## src/rtl/cc_alu_pkg.sv

```systemverilog
package cc_alu_pkg;
  localparam int CC_W = 8;
  localparam int OP_W = 5;
  localparam int FC = 0;
  localparam int FV = 1;
  localparam int FZ = 2;
  localparam int FN = 3;
  localparam int FH = 5;

  typedef enum logic [OP_W-1:0] {
    OP_ADD  = 5'd0,  OP_ADC  = 5'd1,  OP_SUB  = 5'd2,  OP_CMP  = 5'd3,
    OP_AND  = 5'd4,  OP_BIT  = 5'd5,  OP_OR   = 5'd6,  OP_EOR  = 5'd7,
    OP_LD   = 5'd8,  OP_CLR  = 5'd9,  OP_COM  = 5'd10, OP_NEG  = 5'd11,
    OP_INC  = 5'd12, OP_DEC  = 5'd13, OP_LSR  = 5'd14, OP_ASR  = 5'd15,
    OP_ASL  = 5'd16, OP_ADDD = 5'd17, OP_CMPD = 5'd18, OP_MUL  = 5'd19,
    OP_ABX  = 5'd20
  } alu_op_e;
endpackage

```

## src/rtl/cc_alu_byte.sv

```systemverilog
module cc_alu_byte
  import cc_alu_pkg::*;
#(
  parameter int W = 8
) (
  input  alu_op_e         op,
  input  logic [W-1:0]    acc,
  input  logic [W-1:0]    mem,
  input  logic [CC_W-1:0] cc_in,
  output logic [W-1:0]    res,
  output logic [CC_W-1:0] cc_out,
  output logic            we,
  output logic            hit
);
  localparam logic [W-1:0] TOP_ONLY = {1'b1, {(W-1){1'b0}}};
  localparam logic [W-1:0] MAX_POS  = ~TOP_ONLY;

  logic         cin;
  logic [W:0]   sum;
  logic [W:0]   dif;
  logic [4:0]   nib;
  logic         setnz;

  always_comb begin
    cin = (op == OP_ADC) ? cc_in[FC] : 1'b0;
    sum = {1'b0, acc} + {1'b0, mem} + {{W{1'b0}}, cin};
    dif = {1'b0, acc} - {1'b0, mem};
    nib = {1'b0, acc[3:0]} + {1'b0, mem[3:0]} + {4'b0, cin};
  end

  always_comb begin
    res    = '0;
    cc_out = cc_in;
    we     = 1'b1;
    hit    = 1'b1;
    setnz  = 1'b1;
    case (op)
      OP_ADD, OP_ADC: begin
        res        = sum[W-1:0];
        cc_out[FH] = nib[4];
        cc_out[FC] = sum[W];
        cc_out[FV] = (acc[W-1] == mem[W-1]) && (sum[W-1] != acc[W-1]);
      end
      OP_SUB, OP_CMP: begin
        res        = dif[W-1:0];
        cc_out[FC] = dif[W];
        cc_out[FV] = (acc[W-1] != mem[W-1]) && (dif[W-1] != acc[W-1]);
        we         = (op == OP_SUB);
      end
      OP_AND, OP_BIT: begin
        res        = acc & mem;
        cc_out[FV] = 1'b0;
        we         = (op == OP_AND);
      end
      OP_OR: begin
        res        = acc | mem;
        cc_out[FV] = 1'b0;
      end
      OP_EOR: begin
        res        = acc ^ mem;
        cc_out[FV] = 1'b0;
      end
      OP_LD: begin
        res        = mem;
        cc_out[FV] = 1'b0;
      end
      OP_CLR: begin
        res        = '0;
        cc_out[FV] = 1'b0;
        cc_out[FC] = 1'b0;
      end
      OP_COM: begin
        res        = ~acc;
        cc_out[FV] = 1'b0;
        cc_out[FC] = 1'b1;
      end
      OP_NEG: begin
        res        = '0 - acc;
        cc_out[FC] = (acc != '0);
        cc_out[FV] = (acc == TOP_ONLY);
      end
      OP_INC: begin
        res        = acc + {{(W-1){1'b0}}, 1'b1};
        cc_out[FV] = (acc == MAX_POS);
      end
      OP_DEC: begin
        res        = acc - {{(W-1){1'b0}}, 1'b1};
        cc_out[FV] = (acc == TOP_ONLY);
      end
      OP_LSR: begin
        res        = {1'b0, acc[W-1:1]};
        cc_out[FC] = acc[0];
      end
      OP_ASR: begin
        res        = {acc[W-1], acc[W-1:1]};
        cc_out[FC] = acc[0];
      end
      OP_ASL: begin
        res        = {acc[W-2:0], 1'b0};
        cc_out[FC] = acc[W-1];
        cc_out[FV] = acc[W-1] ^ acc[W-2];
      end
      default: begin
        hit   = 1'b0;
        we    = 1'b0;
        setnz = 1'b0;
      end
    endcase
    if (setnz) begin
      cc_out[FN] = res[W-1];
      cc_out[FZ] = (res == '0);
    end
  end
endmodule

```

## src/rtl/cc_alu_word.sv

```systemverilog
module cc_alu_word
  import cc_alu_pkg::*;
#(
  parameter int W = 8
) (
  input  alu_op_e         op,
  input  logic [2*W-1:0]  dacc,
  input  logic [2*W-1:0]  mem,
  input  logic [2*W-1:0]  xreg,
  input  logic [CC_W-1:0] cc_in,
  output logic [2*W-1:0]  res,
  output logic [CC_W-1:0] cc_out,
  output logic            we
);
  localparam int DW = 2 * W;

  logic [DW:0]   sum;
  logic [DW:0]   dif;
  logic [DW-1:0] prod;
  logic [DW-1:0] idx;

  always_comb begin
    sum  = {1'b0, dacc} + {1'b0, mem};
    dif  = {1'b0, dacc} - {1'b0, mem};
    prod = {{W{1'b0}}, dacc[DW-1:W]} * {{W{1'b0}}, dacc[W-1:0]};
    idx  = xreg + {{W{1'b0}}, dacc[W-1:0]};
  end

  always_comb begin
    res    = '0;
    cc_out = cc_in;
    we     = 1'b1;
    case (op)
      OP_ADDD: begin
        res        = sum[DW-1:0];
        cc_out[FC] = sum[DW];
        cc_out[FV] = (dacc[DW-1] == mem[DW-1]) && (sum[DW-1] != dacc[DW-1]);
        cc_out[FN] = sum[DW-1];
        cc_out[FZ] = (sum[DW-1:0] == '0);
      end
      OP_CMPD: begin
        res        = dif[DW-1:0];
        cc_out[FC] = dif[DW];
        cc_out[FV] = (dacc[DW-1] != mem[DW-1]) && (dif[DW-1] != dacc[DW-1]);
        cc_out[FN] = dif[DW-1];
        cc_out[FZ] = (dif[DW-1:0] == '0);
        we         = 1'b0;
      end
      OP_MUL: begin
        res        = prod;
        cc_out[FC] = prod[W-1];
        cc_out[FZ] = (prod == '0);
      end
      OP_ABX: begin
        res = idx;
      end
      default: we = 1'b0;
    endcase
  end
endmodule

```

## src/rtl/cc_alu_oreg.sv

```systemverilog
module cc_alu_oreg
  import cc_alu_pkg::*;
#(
  parameter int RW = 16
) (
  input  logic            clk,
  input  logic            rst,
  input  logic            load,
  input  logic [RW-1:0]   res_d,
  input  logic [CC_W-1:0] cc_d,
  input  logic            we_d,
  output logic [RW-1:0]   res_q,
  output logic [CC_W-1:0] cc_q,
  output logic            we_q
);
  always_ff @(posedge clk) begin
    if (rst) begin
      res_q <= '0;
      cc_q  <= '0;
      we_q  <= 1'b0;
    end else if (load) begin
      res_q <= res_d;
      cc_q  <= cc_d;
      we_q  <= we_d;
    end
  end
endmodule

```

## src/rtl/cc_alu.sv

```systemverilog
module cc_alu
  import cc_alu_pkg::*;
#(
  parameter int W = 8
) (
  input  logic            clk,
  input  logic            rst,
  input  logic            in_valid,
  input  logic [OP_W-1:0] op,
  input  logic [W-1:0]    acc,
  input  logic [2*W-1:0]  dacc,
  input  logic [2*W-1:0]  mem,
  input  logic [2*W-1:0]  xreg,
  input  logic [CC_W-1:0] cc_in,
  output logic [2*W-1:0]  res_q,
  output logic [CC_W-1:0] cc_q,
  output logic            we_q
);
  localparam int DW = 2 * W;

  alu_op_e         op_e;
  logic [W-1:0]    b_res;
  logic [CC_W-1:0] b_cc;
  logic            b_we;
  logic            b_hit;
  logic [DW-1:0]   w_res;
  logic [CC_W-1:0] w_cc;
  logic            w_we;
  logic [DW-1:0]   res_d;
  logic [CC_W-1:0] cc_d;
  logic            we_d;

  assign op_e = alu_op_e'(op);

  cc_alu_byte #(.W(W)) u_byte (
    .op(op_e), .acc(acc), .mem(mem[W-1:0]), .cc_in(cc_in),
    .res(b_res), .cc_out(b_cc), .we(b_we), .hit(b_hit)
  );

  cc_alu_word #(.W(W)) u_word (
    .op(op_e), .dacc(dacc), .mem(mem), .xreg(xreg), .cc_in(cc_in),
    .res(w_res), .cc_out(w_cc), .we(w_we)
  );

  always_comb begin
    if (b_hit) begin
      res_d = {{W{1'b0}}, b_res};
      cc_d  = b_cc;
      we_d  = b_we;
    end else begin
      res_d = w_res;
      cc_d  = w_cc;
      we_d  = w_we;
    end
  end

  cc_alu_oreg #(.RW(DW)) u_oreg (
    .clk(clk), .rst(rst), .load(in_valid),
    .res_d(res_d), .cc_d(cc_d), .we_d(we_d),
    .res_q(res_q), .cc_q(cc_q), .we_q(we_q)
  );
endmodule

```

## config.mk

```make
export PLATFORM = sky130hd
export DESIGN_NAME = cc_alu
export DESIGN_NICKNAME = d
export VERILOG_FILES = /design/src/rtl/cc_alu_pkg.sv /design/src/rtl/cc_alu_byte.sv /design/src/rtl/cc_alu_word.sv /design/src/rtl/cc_alu_oreg.sv /design/src/rtl/cc_alu.sv
export SDC_FILE = /design/constraint.sdc
export NUM_CORES = 1
export LEC_CHECK = 0
export ABC_AREA = 1
export CORE_MARGIN = 2
export CORE_UTILIZATION = 46
export CTS_CLUSTER_SIZE = 12
export DETAILED_ROUTE_END_ITERATION = 10
export DONT_BUFFER_PORTS = 1
export PLACE_DENSITY = 0.59
export SLEW_MARGIN = 25
export SYNTH_ARGS = -nofsm -noshare
export SYNTH_HDL_FRONTEND = slang
export SYNTH_SLANG_ARGS = --single-unit
```

## constraint.sdc

```tcl
create_clock -name clk -period 5.75 [get_ports clk]
set_clock_uncertainty 0.05 [all_clocks]
set_input_delay 1.15 -clock clk [delete_from_list [all_inputs] [get_ports clk]]
set_output_delay 1.15 -clock clk [all_outputs]
set_load 0.02 [all_outputs]
```

==> summary.txt <==
Run status
  – Status: finished clean

CTS
  – Clock slew at reported path FFs: 0.07 ns
  – Skew-Pair Late Insertion Delay: about 0.26 ns
  – Post-CTS Setup Repair Bufs: 0
  – Clk buf depth: 2
  – Root buffer cell: clkbuf_16
  – CTS Hold Bufs: 0
  – Clk sink count: 25
  – CTS Buf Count: 3
  – CTS tree: built
  – PostCTS Resize Cnt: 0
  – Htree depth: 1

Timing
  – Max-slew violation count: 0
  – Sum Neg Setup Slack: 0 ns
  – Setup Viol. Count Final: 0
  – Crit path time final: just over 5 ns
  – Achievable Freq: around 0.20 GHz
  – Slew @ Worst Pin: 1.03 ns
  – RSZ-0062 raised after global routing: no
  – Rel. slew slack: 0.293
  – Final hold viol count: 0
  – Final Cycle Share: 0.876

Logic synthesis
  – Post-synth EDFFs: 0
  – Post-synth top flop: dfxtp_1
  – Post-synth ARST share: 0
  – Number of synthesized register bits: 25
  – Syn_nets: 1,764
  – Seq/Total Area, Yosys: 0.0571
  – Synth Cell Area: about 0.009 sq mm
  – Synth cell types: just over 50
  – Gate Count Post-Synth: between 1,500 and 2,000
  – Post-synth top area cell: nand2_1
  – Synth top area cells: nand2_1 (20%), ha_1 (15%), inv_1 (11%)
  – Synth top area share: 0.203
  – Total number of yosys warnings: 0
  – Avg Cell Area, Syn: around 5.7 sq um

GRT
  – Grt total ovfl: 0
  – Vias in the first global route: just over 9,000
  – First-pass GRT wire length: roughly 52,000 um
  – Initial antenna violation count: 0
  – GR Util All Layers: 0.331
  – Largest net degree at the start of global routing: 33

Worst setup path
  – CP Capture Type: flip-flop
  – Critical path fanouts, max: 10
  – Worst path cell trace: nand2_1 -> inv_1 -> fa_1 -> fa_1 -> fa_1 -> inv_1 -> fa_1 -> inv_1 -> ha_1 -> a21oi_1 -> nand2_1 -> a21oi_1 -> xor2_1 -> nand2_1 -> nor2_1 -> nand3_1 -> nand4_1 -> nand2_1 -> a21oi_2
  – Delay of the slowest cell on the worst path: around 0.54 ns
  – CP Data Arrival Time: 5.19 ns
  – Startpoint types: input pin
  – Critical path data required time: ~5.9 ns
  – Critical path type: input pin to flip-flop
  – Slowest CP cell: fa_1

Drt
  – Routed Antenna Nets: 0
  – Vias per cell: around 5.7
  – TritonRoute pass-1 iters: 7
  – Wire length per cell: ~19 um
  – Final WL: roughly 33,000 um
  – Remaining DRCs: 0
  – Starting DRT DRC Count: 905
  – Vias: 9,948

Hold path
  – Hold Crit Class: flip-flop to flip-flop

Die
  – # IOs: 97
  – Die area: between 0.02 and 0.025 sq mm
  – Initial Util: 0.469
  – Core ar.: ~0.019 sq mm
  – Die Height: around 140 um
  – Die width: roughly 140 um
  – Row cnt: 50

Place
  – Placement-stage cell area: 0.00887 sq mm
  – DP HPWL: around 28,000 um
  – Final RePlAce weighted congestion: between 1 and 1.5
  – I/O Buffers: 0

Final layout
  – Area Overhead vs Synth: 2.10%
  – Fill cells: 2,082
  – Fin nets: approximately 1,700
  – Final Cell Area: 0.00895 sq mm
  – # diodes: 0
  – Layout cells sized above 1: 0.0333

Pwr
  – Pwr dens: between 150 and 200 mW/mm^2
  – VDD IR max: 0.197 mV
  – Leakage: 5.15 nW

Job
  – Max_cap viols: 0
## cells in the mapped netlist, types with 9 or more instances
cell type and n:
a21oi_1 71, buf_2 15, clkbuf_1 24, dfxtp_1 25
fa_1 43, ha_1 108, inv_1 267, inv_2 14
nand2_1 473, nand3_1 126, nand4_1 45, nor2_1 144
nor2_4 9, nor3_1 14, o21ai_0 48, o21ai_1 9
o21bai_1 11, xor2_1 9
## placed cells by master (no fill, tap or decap), drive strengths merged, types with 6 or more instances in the layout
master and count:
o21bai 11, fa 43, inv 282, dfxtp 25, nor2 158, a21oi 73
o22ai 7, nand4 45, nand3 128, nor3 15, a31oi 7, o21ai 58
ha 108, or2 7, xor2 9, nand2 480, xnor2 6
## flip-flops by register name, indices dropped and copies added, names as in the netlist
register / cells
u_oreg.we_q: 1
u_oreg.res_q: 16
u_oreg.cc_q: 8
## critical path: cells and delay by family
kind / cells / cell delay (ns)
buf+inv: 3 / 0.14
compound gates: 3 / 0.48
simple gates: 7 / 0.67
xor+xnor: 1 / 0.29
fa+ha+maj: 5 / 2.46
## through the flow
step / cells / util / setup WS (ns) / hold WS (ns) / total power, mW
2_1_floorplan: 1541 / - / 0.571 / 0.489 / 1.07
3_3_place_gp: 1733 / 0.474 / 0.503 / 0.501 / 1.36
3_5_place_dp: 1733 / 0.474 / 0.453 / 0.501 / 1.34
4_1_cts: 1737 / 0.478 / 0.716 / 0.511 / 1.51
5_1_grt: 1737 / 0.478 / 0.381 / 0.545 / 1.71
6_report: 1737 / 0.478 / 0.711 / 0.510 / 1.52
## per-layer routing
| layer | track usage | wire, um | share of wire |
|---|---|---|---|
| met4 | 0.0668 | 775 | 0.023 |
| met3 | 0.0437 | 3070 | 0.093 |
| met1 | 0.495 | 15200 | 0.46 |
| met5 | 0 | 0 | 0 |
| met2 | 0.508 | 14100 | 0.43 |
## final timing paths
kind	from	slack [ns]	cells after the start	endpoint
min reg2reg	u_oreg.res_q[11]	0.51	2	u_oreg.res_q[11]
max	dacc[9]	0.71	19	u_oreg.cc_q[2]
min	u_oreg.res_q[11]	0.51	2	u_oreg.res_q[11]
max reg2reg	u_oreg.res_q[0]	4.82	2	u_oreg.res_q[0]
## power breakdown
group	switching [mW]	internal [mW]
sequential	0.0230	0.184
combinational	0.772	0.386
clock	0.0648	0.0945
## cell families (layout without fill, tap and decap cells)
| logic type | Yosys count | after routing | share of synthesized area |
|---|---|---|---|
| simple gates | 844 | 844 | 0.414 |
| compound gates | 180 | 180 | 0.118 |
| flops | 25 | 25 | 0.0571 |
| xor+xnor | 15 | 15 | 0.0150 |
| fa+ha+maj | 151 | 151 | 0.252 |
| buf+inv | 326 | 288 | 0.144 |
## final cells by class
type	instances	area, sq um	area share
Multi-Input combinational cell	1190	7010	0.783
Inverter	284	1070	0.119
Sequential cell	25	500	0.0559
Tap cell	234	293	0.0327
Clock buffer	3	75.1	0.00839
Clock inverter	1	7.51	0.000839
Power figures use the tool's default switching activity.
